File: config.mk
export PLATFORM = sky130hd
export DESIGN_NAME = gpio_irq_detect
export DESIGN_NICKNAME = d
export VERILOG_FILES = /design/src/rtl/gpio_irq_pkg.sv /design/src/rtl/irq_pin_sync.sv /design/src/rtl/irq_pin_detect.sv /design/src/rtl/irq_reg_file.sv /design/src/rtl/gpio_irq_detect.sv
export SDC_FILE = /design/constraint.sdc
export NUM_CORES = 1
export LEC_CHECK = 0
export ABC_AREA = 1
export BUFFER_PORTS_ARGS = -buffer_cell sky130_fd_sc_hd__buf_2
export CAP_MARGIN = 20
export CORE_ASPECT_RATIO = 0.6
export CORE_MARGIN = 3
export CORE_UTILIZATION = 42
export DETAILED_ROUTE_END_ITERATION = 12
export GPL_TIMING_DRIVEN = 0
export MAX_ROUTING_LAYER = met4
export PLACE_DENSITY_LB_ADDON = 0.08
export SYNTH_ARGS = -nofsm -noshare
export SYNTH_HDL_FRONTEND = slang
export SYNTH_HIERARCHICAL = 1
export SYNTH_SLANG_ARGS = --single-unit
File: constraint.sdc
create_clock -name clk_i -period 1.08 [get_ports clk_i]
set_input_delay 0.216 -clock clk_i [delete_from_list [all_inputs] [get_ports clk_i]]
set_output_delay 0.216 -clock clk_i [all_outputs]
set_load 0.1 [all_outputs]
File: src/rtl/gpio_irq_pkg.sv
package gpio_irq_pkg;
  localparam int REG_ADDR_W = 3;

  typedef enum logic [REG_ADDR_W-1:0] {
    REG_LEVEL   = 3'd0,
    REG_ANYEDGE = 3'd1,
    REG_POLHIGH = 3'd2,
    REG_ENABLE  = 3'd3,
    REG_RAW     = 3'd4,
    REG_MASKED  = 3'd5,
    REG_CLEAR   = 3'd6,
    REG_UNUSED  = 3'd7
  } reg_sel_e;
endpackage

File: src/rtl/irq_pin_sync.sv
module irq_pin_sync #(
  parameter int STAGES = 2
) (
  input  logic clk_i,
  input  logic rst_ni,
  input  logic d_i,
  output logic q_o
);
  logic [STAGES-1:0] chain_q;
  logic [STAGES-1:0] chain_d;

  always_comb begin
    chain_d = {chain_q[STAGES-2:0], d_i};
  end

  always_ff @(posedge clk_i or negedge rst_ni) begin
    if (!rst_ni) begin
      chain_q <= '0;
    end else begin
      chain_q <= chain_d;
    end
  end

  assign q_o = chain_q[STAGES-1];
endmodule

File: src/rtl/irq_pin_detect.sv
module irq_pin_detect (
  input  logic clk_i,
  input  logic rst_ni,
  input  logic sync_i,
  input  logic level_i,
  input  logic anyedge_i,
  input  logic high_i,
  input  logic clear_i,
  input  logic hist_rst_i,
  output logic prev_o,
  output logic raw_o
);
  logic prev_q, prev_d;
  logic raw_q, raw_d;
  logic rise, fall, hit, active;

  always_comb begin
    rise   = sync_i & ~prev_q;
    fall   = ~sync_i & prev_q;
    if (anyedge_i) begin
      hit = rise | fall;
    end else if (high_i) begin
      hit = rise;
    end else begin
      hit = fall;
    end
    // a configuration write restarts edge history: no edge this cycle
    hit    = hit & ~hist_rst_i;
    active = high_i ? sync_i : ~sync_i;
    prev_d = sync_i;
    if (level_i) begin
      raw_d = active;
    end else begin
      // a new edge wins over a clear in the same cycle
      raw_d = hit | (raw_q & ~clear_i);
    end
  end

  always_ff @(posedge clk_i or negedge rst_ni) begin
    if (!rst_ni) begin
      prev_q <= 1'b0;
      raw_q  <= 1'b0;
    end else begin
      prev_q <= prev_d;
      raw_q  <= raw_d;
    end
  end

  assign prev_o = prev_q;
  assign raw_o  = raw_q;
endmodule

File: src/rtl/irq_reg_file.sv
module irq_reg_file
  import gpio_irq_pkg::*;
#(
  parameter int NUM_PINS = 8
) (
  input  logic                  clk_i,
  input  logic                  rst_ni,
  input  logic                  wr_i,
  input  logic [REG_ADDR_W-1:0] addr_i,
  input  logic [NUM_PINS-1:0]   wdata_i,
  input  logic [NUM_PINS-1:0]   raw_i,
  input  logic [NUM_PINS-1:0]   masked_i,
  output logic [NUM_PINS-1:0]   level_o,
  output logic [NUM_PINS-1:0]   anyedge_o,
  output logic [NUM_PINS-1:0]   high_o,
  output logic [NUM_PINS-1:0]   enable_o,
  output logic [NUM_PINS-1:0]   clear_o,
  output logic                  hist_rst_o,
  output logic [NUM_PINS-1:0]   rdata_o
);
  reg_sel_e sel;
  logic wr_level, wr_any, wr_high, wr_en, wr_clr;
  logic [NUM_PINS-1:0] level_q, level_d;
  logic [NUM_PINS-1:0] any_q, any_d;
  logic [NUM_PINS-1:0] high_q, high_d;
  logic [NUM_PINS-1:0] en_q, en_d;

  assign sel = reg_sel_e'(addr_i);

  always_comb begin
    wr_level = wr_i && (sel == REG_LEVEL);
    wr_any   = wr_i && (sel == REG_ANYEDGE);
    wr_high  = wr_i && (sel == REG_POLHIGH);
    wr_en    = wr_i && (sel == REG_ENABLE);
    wr_clr   = wr_i && (sel == REG_CLEAR);
    level_d  = wr_level ? wdata_i : level_q;
    any_d    = wr_any   ? wdata_i : any_q;
    high_d   = wr_high  ? wdata_i : high_q;
    en_d     = wr_en    ? wdata_i : en_q;
  end

  always_ff @(posedge clk_i or negedge rst_ni) begin
    if (!rst_ni) begin
      level_q <= '0;
      any_q   <= '0;
      high_q  <= '0;
      en_q    <= '0;
    end else begin
      level_q <= level_d;
      any_q   <= any_d;
      high_q  <= high_d;
      en_q    <= en_d;
    end
  end

  always_comb begin
    case (sel)
      REG_LEVEL:   rdata_o = level_q;
      REG_ANYEDGE: rdata_o = any_q;
      REG_POLHIGH: rdata_o = high_q;
      REG_ENABLE:  rdata_o = en_q;
      REG_RAW:     rdata_o = raw_i;
      REG_MASKED:  rdata_o = masked_i;
      default:     rdata_o = '0;
    endcase
  end

  assign level_o    = level_q;
  assign anyedge_o  = any_q;
  assign high_o     = high_q;
  assign enable_o   = en_q;
  assign clear_o    = wr_clr ? wdata_i : '0;
  assign hist_rst_o = wr_level | wr_any | wr_high;
endmodule

File: src/rtl/gpio_irq_detect.sv
module gpio_irq_detect
  import gpio_irq_pkg::*;
#(
  parameter int NUM_PINS    = 8,
  parameter int SYNC_STAGES = 2
) (
  input  logic                  clk_i,
  input  logic                  rst_ni,
  input  logic [NUM_PINS-1:0]   pin_i,
  input  logic                  reg_wr_i,
  input  logic [REG_ADDR_W-1:0] reg_addr_i,
  input  logic [NUM_PINS-1:0]   reg_wdata_i,
  output logic [NUM_PINS-1:0]   reg_rdata_o,
  output logic                  irq_o
);
  logic [NUM_PINS-1:0] pin_s;
  logic [NUM_PINS-1:0] pin_prev;
  logic [NUM_PINS-1:0] raw_q;
  logic [NUM_PINS-1:0] masked;
  logic [NUM_PINS-1:0] cfg_level_q, cfg_any_q, cfg_high_q, cfg_en_q;
  logic [NUM_PINS-1:0] clr_bits;
  logic                hist_rst;

  irq_reg_file #(.NUM_PINS(NUM_PINS)) u_regs (
    .clk_i      (clk_i),
    .rst_ni     (rst_ni),
    .wr_i       (reg_wr_i),
    .addr_i     (reg_addr_i),
    .wdata_i    (reg_wdata_i),
    .raw_i      (raw_q),
    .masked_i   (masked),
    .level_o    (cfg_level_q),
    .anyedge_o  (cfg_any_q),
    .high_o     (cfg_high_q),
    .enable_o   (cfg_en_q),
    .clear_o    (clr_bits),
    .hist_rst_o (hist_rst),
    .rdata_o    (reg_rdata_o)
  );

  for (genvar g = 0; g < NUM_PINS; g++) begin : g_pin
    irq_pin_sync #(.STAGES(SYNC_STAGES)) u_sync (
      .clk_i  (clk_i),
      .rst_ni (rst_ni),
      .d_i    (pin_i[g]),
      .q_o    (pin_s[g])
    );

    irq_pin_detect u_det (
      .clk_i      (clk_i),
      .rst_ni     (rst_ni),
      .sync_i     (pin_s[g]),
      .level_i    (cfg_level_q[g]),
      .anyedge_i  (cfg_any_q[g]),
      .high_i     (cfg_high_q[g]),
      .clear_i    (clr_bits[g]),
      .hist_rst_i (hist_rst),
      .prev_o     (pin_prev[g]),
      .raw_o      (raw_q[g])
    );
  end

  assign masked = raw_q & cfg_en_q;
  assign irq_o  = |masked;
endmodule

# Word level (Yosys, flattened, before mapping)
# Cells that the tools add are included.
# word_totals
ff_bits,64
in_bits,22
output_inout_bits,9
# op_classes
eq_ne,6
mux,34
bitwise_logic,76
n_reduce_logical,7
# ops
cell,n
$pmux W8 S6,1
$and A1 B1 Y1,32
$mux W1,32
$not A1 Y1,25
$or A1 B1 Y1,18
$eq A3 B3 Y1 const B,3
$and A8 B8 Y8,1
$mux W8,1
$reduce_or A8 Y1,1
$eq A3 B2 Y1 const B,2
$logic_and A1 B1 Y1,5
$eq A3 B1 Y1 const B,1
$logic_not A3 Y1,1

# Longest topological paths before layout
# depth
depth_word,8
ltp_mapped,9
ltp_nobuf,8

# Cells and area by module
# The synthesis kept the hierarchy.
# by_module_without_submodules
mod,n_inst,cells_per_inst,area_per_inst_um2,seq_area_each_um2
irq_reg_file,1,232,1870.5,800.8
irq_pin_detect,8,19,141.4,50.0
irq_pin_sync,8,2,50.0,50.0
gpio_irq_detect,1,23,86.3,0.0

# Worst setup path before layout
# OpenSTA, ideal clock, no wires.
# synth_timing
path_type,input to output
from,in reg_addr_i[0]
to,out reg_rdata_o[6]
t_arrival_ps,1509
required_ps,864
setup_slack_ps,-645
stages,7
path_buffers,2
cell_sequence,buf_4 -> nor2_8 -> buf_2 -> nand3_1 -> nand2_1 -> nor2_1 -> nand2_1
# synth_via
elab_chain_cells,2
# synth_lines
item,line_no,text
from (decl),gpio_irq_detect.sv:11,"input logic [REG_ADDR_W-1:0] reg_addr_i,"
"$eq A3 B3 Y1, or another cell as far along",irq_reg_file.sv:57,case (sel)
$pmux W8 S6 (*),irq_reg_file.sv:57,
to (decl),gpio_irq_detect.sv:13,"output logic [NUM_PINS-1:0] reg_rdata_o,"
# Mark *: on every way between the ends. The rest lies on a longest branch, timed or not.

# Final worst setup path
# layout_timing
from,reg g_pin[1].u_det.raw_q
to,out reg_rdata_o[1]
# layout_via
elab_chain_cells,2
# layout_lines
item,line_no,text
from (decl),irq_pin_detect.sv:14,"logic raw_q, raw_d;"
from (signal assigned),irq_pin_detect.sv:45,raw_q <= raw_d;
$and A8 B8 Y8,gpio_irq_detect.sv:63,assign masked = raw_q & cfg_en_q;
named net masked[1],gpio_irq_detect.sv:19,logic [NUM_PINS-1:0] masked;
$pmux W8 S6,irq_reg_file.sv:57,
# The timed path passes the listed nets, and every way through them passes these cells.

==> results.tsv <==
stage	metric	value	unit
routing	DRT Wirelength	9780	um
worst_setup_path	CP required	0.86	ns
routing	Vias	3108	
yosys	Netlist Area Pre-Place	0.00349	mm^2
global_routing	first-pass GRT wire length	16200	um
sta	final slew viol count	0	
die	height of the die	76.6	um
layout	sequential standard cell area	0.00160	mm^2
worst_setup_path	Worst setup SP type	flop	
power_and_ir_drop	Tot Pwr	8.87	mW
global_routing	GR Util met1	0.329	
clock_tree	clk_lat worst skew	0.33	ns
global_routing	Total Routing Usage GR	0.235	
worst_setup_path	critical path class	reg2out	
placement	routability cong.	0.779	
sta	final hold viol count	32	
layout	Filler cells	681	
sta	Fin Hold WS	-0.0180	ns
sta	minimum clock period	1.65	ns
die	core area	0.00798	mm^2
power_and_ir_drop	Logic pwr share	0.299	
routing	number of vias per cell	5.00	
worst_setup_path	critical path's slowest cell	dfrtp_1	
sta	Slew headroom	0.455	
layout	layout cells sized above 1	0.366	
yosys	asr flop ratio synth	1.00	
placement	Cells after DPL	560	
power_and_ir_drop	Pleak	2.48	nW
worst_setup_path	Most common cell on crit path	nand2_2	
worst_setup_path	crit path cell chain	nand2_2 -> inv_2 -> nand4_1 -> nand2_2 -> nor2_4 -> nand2_8 -> buf_12	
die	Starting Density	0.437	
sta	fmax	608	MHz
global_routing	number of global-route vias before repair	3136	
routing	DRC violations left	0	
global_routing	pin count of the biggest net entering global routing	65	
clock_tree	# clock sinks	64	
layout	non-filler instance count after layout	621	
global_routing	initial antenna violation count	0	
clock_tree	total CTS buffers	9	
power_and_ir_drop	switching share of power	0.335	
routing	initial drt markers	277	
global_routing	grt ovf	0	
status	violated checks	hold timing, setup timing	
placement	Detailed Place HPWL	5980	um
routing	Post-DRT Antenna Nets	0	
yosys	Synth Warn #	6	
layout	Final #Nets	546	
yosys	count of state elements after synthesis	64	
die	die area	0.00947	mm^2
yosys	Top FF cell, synth	dfrtp_1	
status	status	finished with violations	
die	Die W	124	um
global_routing	met3 usage	0.0794	
worst_setup_path	r2r startpoint	g_pin[6].u_sync/chain_q[1]	
worst_hold_path	HP Class	in2async	
sta	Final period util	1.52	
die	Rows	25	
yosys	synthesized net count	461	
global_routing	most congested layer reported by global routing	met1	
yosys	Post-synth EDFFs	0	
layout	area of the multi-input gates	0.00181	mm^2
yosys	Yosys cell types	22	
yosys	Seq/Total Area, Yosys	0.459	
power_and_ir_drop	Pint	5.90	mW
worst_setup_path	CP max FO	3	
sta	Max Clock Skew	0.00485	ns
power_and_ir_drop	Switch Pwr	2.97	mW
yosys	Avg Inst Size Synth	8.25	um^2
sta	setup TNS	-4.97	ns
worst_setup_path	critical path data arrival time	1.43	ns
worst_setup_path	kind of end point of the critical path	primary output	
placement	Post-Place Worst Slack	-0.753	ns
yosys	cells after synthesis	423	
worst_setup_path	Setup crit start	g_pin[1].u_det/raw_o	
power_and_ir_drop	PwrDens	1780	mW/mm^2
power_and_ir_drop	Seq pwr share	0.356	
routing	mean routed wirelength per cell	15.7	um
routing	TritonRoute pass-1 iters	4	
layout	ANT cells	0	
layout	Area Overhead vs Synth	42.9	%
clock_tree	clk buf depth	2	
run	max_cap viols	0	
clock_tree	CTS clk-pin slew, worst paths	0.05	ns
sta	Setup violations, final	17	
sta	Slew @ Worst Pin	0.817	ns
clock_tree	H-tree levels	3	
sta	RSZ-0062 raised after global routing	true	
die	I/O pin cnt	31	
worst_setup_path	Max stage delay on crit path	0.41	ns
global_routing	routing usage on met2	0.320	
clock_tree	root cell of the clock tree	clkbuf_16	
placement	I/O Buffers	29	
power_and_ir_drop	Peak VDD IR	0.997	mV
clock_tree	CTS tree	done	
sta	final setup margin	-0.566	ns
power_and_ir_drop	Clk pwr share	0.345	
placed cells by master (no fill, tap or decap), types with 9 or more instances in the layout:
master | Yosys | final
o21ai_2 | 16 | 16
nand2_2 | 1 | 10
nand3_1 | 27 | 26
clkbuf_16 | 0 | 9
buf_12 | 0 | 15
nand4_1 | 18 | 18
ha_1 | 16 | 14
a21oi_1 | 29 | 16
nor2_2 | 1 | 9
buf_2 | 5 | 20
nor2_4 | 2 | 9
o21ai_0 | 16 | 15
buf_4 | 2 | 34
nand2_1 | 116 | 98
a21oi_2 | 8 | 21
inv_1 | 66 | 56
dfrtp_1 | 64 | 64
flip-flops by register name, summed over array words and instances, names as in the netlist:
register,count
g_pin.u_sync/chain_q,16
u_regs/high_o,8
g_pin.u_det/raw_o,8
u_regs/enable_o,8
g_pin.u_det/prev_o,8
u_regs/anyedge_o,8
u_regs/level_o,8
cell families after synthesis:
logic type      Yosys count  synth area share
compound gates           69             0.125
fa+ha+maj                16            0.0574
flops                    64             0.459
simple gates            194             0.256
buf+inv                  80             0.103
routing by layer:
metal / wire (um) / part of all wire
met1: 4410 / 0.45
met2: 4150 / 0.42
met3: 1070 / 0.11
met4: 150 / 0.015
met5: 0 / 0
synthesized netlist by cell type (2+ instances only):
cell / count / share of area
buf_4: 2 / 0.0043
inv_1: 66 / 0.071
nor2_4: 2 / 0.0065
nand2_4: 2 / 0.0065
dfrtp_1: 64 / 0.46
buf_2: 5 / 0.0072
nand4_1: 18 / 0.032
nand3_1: 27 / 0.039
ha_1: 16 / 0.057
nand2_1: 116 / 0.12
nand3_4: 2 / 0.010
buf_6: 6 / 0.019
nor2_1: 23 / 0.025
a21oi_1: 29 / 0.042
o21ai_0: 16 / 0.023
a21oi_2: 8 / 0.020
o21ai_2: 16 / 0.040
worst max-delay path: cells and delay by family (launching register included):
family	cells	cell delay, ns
flops	1	0.41
simple gates	5	0.49
buf+inv	2	0.19
final timing paths:
kind | end | slack, ns | cells after the start
min | g_pin[2].u_det/raw_o | -0.02 | 1
min reg2reg | g_pin[3].u_sync/chain_q[1] | 0.34 | 0
max reg2reg | g_pin[6].u_det/raw_o | -0.02 | 5
max | reg_rdata_o[1] | -0.57 | 7
min in group clk_i | u_regs/enable_o[6] | 0.21 | 3
max in group asynchronous | g_pin[3].u_sync/chain_q[0] | 0.57 | 1
per-stage QoR:
stage               area, um^2  utilization  hold WS [ns]
finish                    4980        0.625       -0.0180
global route              4980        0.625        0.0492
CTS                       4910        0.616        0.0185
detailed placement        4010        0.503         0.326
global placement          4010        0.503         0.323
floorplan                 3730            -       -0.0796
final cells by class:
cell class | instances | share of cell area
multi-input cells | 279 | 0.363
flip-flops and latches | 64 | 0.321
repair buffers | 74 | 0.136
clock buffers | 14 | 0.0570
inverters | 67 | 0.0532
plain buffers | 13 | 0.0349
well taps | 108 | 0.0271
clock inverters | 2 | 0.00703
what timing repair did:
action / CTS / global route
pin swaps: 49 / 13
hold buffers: 8 / 0
buffers inserted: 34 / 3
endpoints found under the hold margin: 8 / 0
gates resized for setup: 62 / 17
endpoints found under the setup margin: 25 / 21
power by group through the flow:
stage	sequential [mW]	clock (mW)	combinational [mW]
6_report	3.15	3.06	2.65
2_1_floorplan	3.06	0	1.70
3_5_place_dp	3.18	0	2.05
3_3_place_gp	3.17	0	2.01
4_1_cts	3.14	3.13	2.60
5_1_grt	3.21	3.28	2.89
Power figures use the tool's default switching activity.
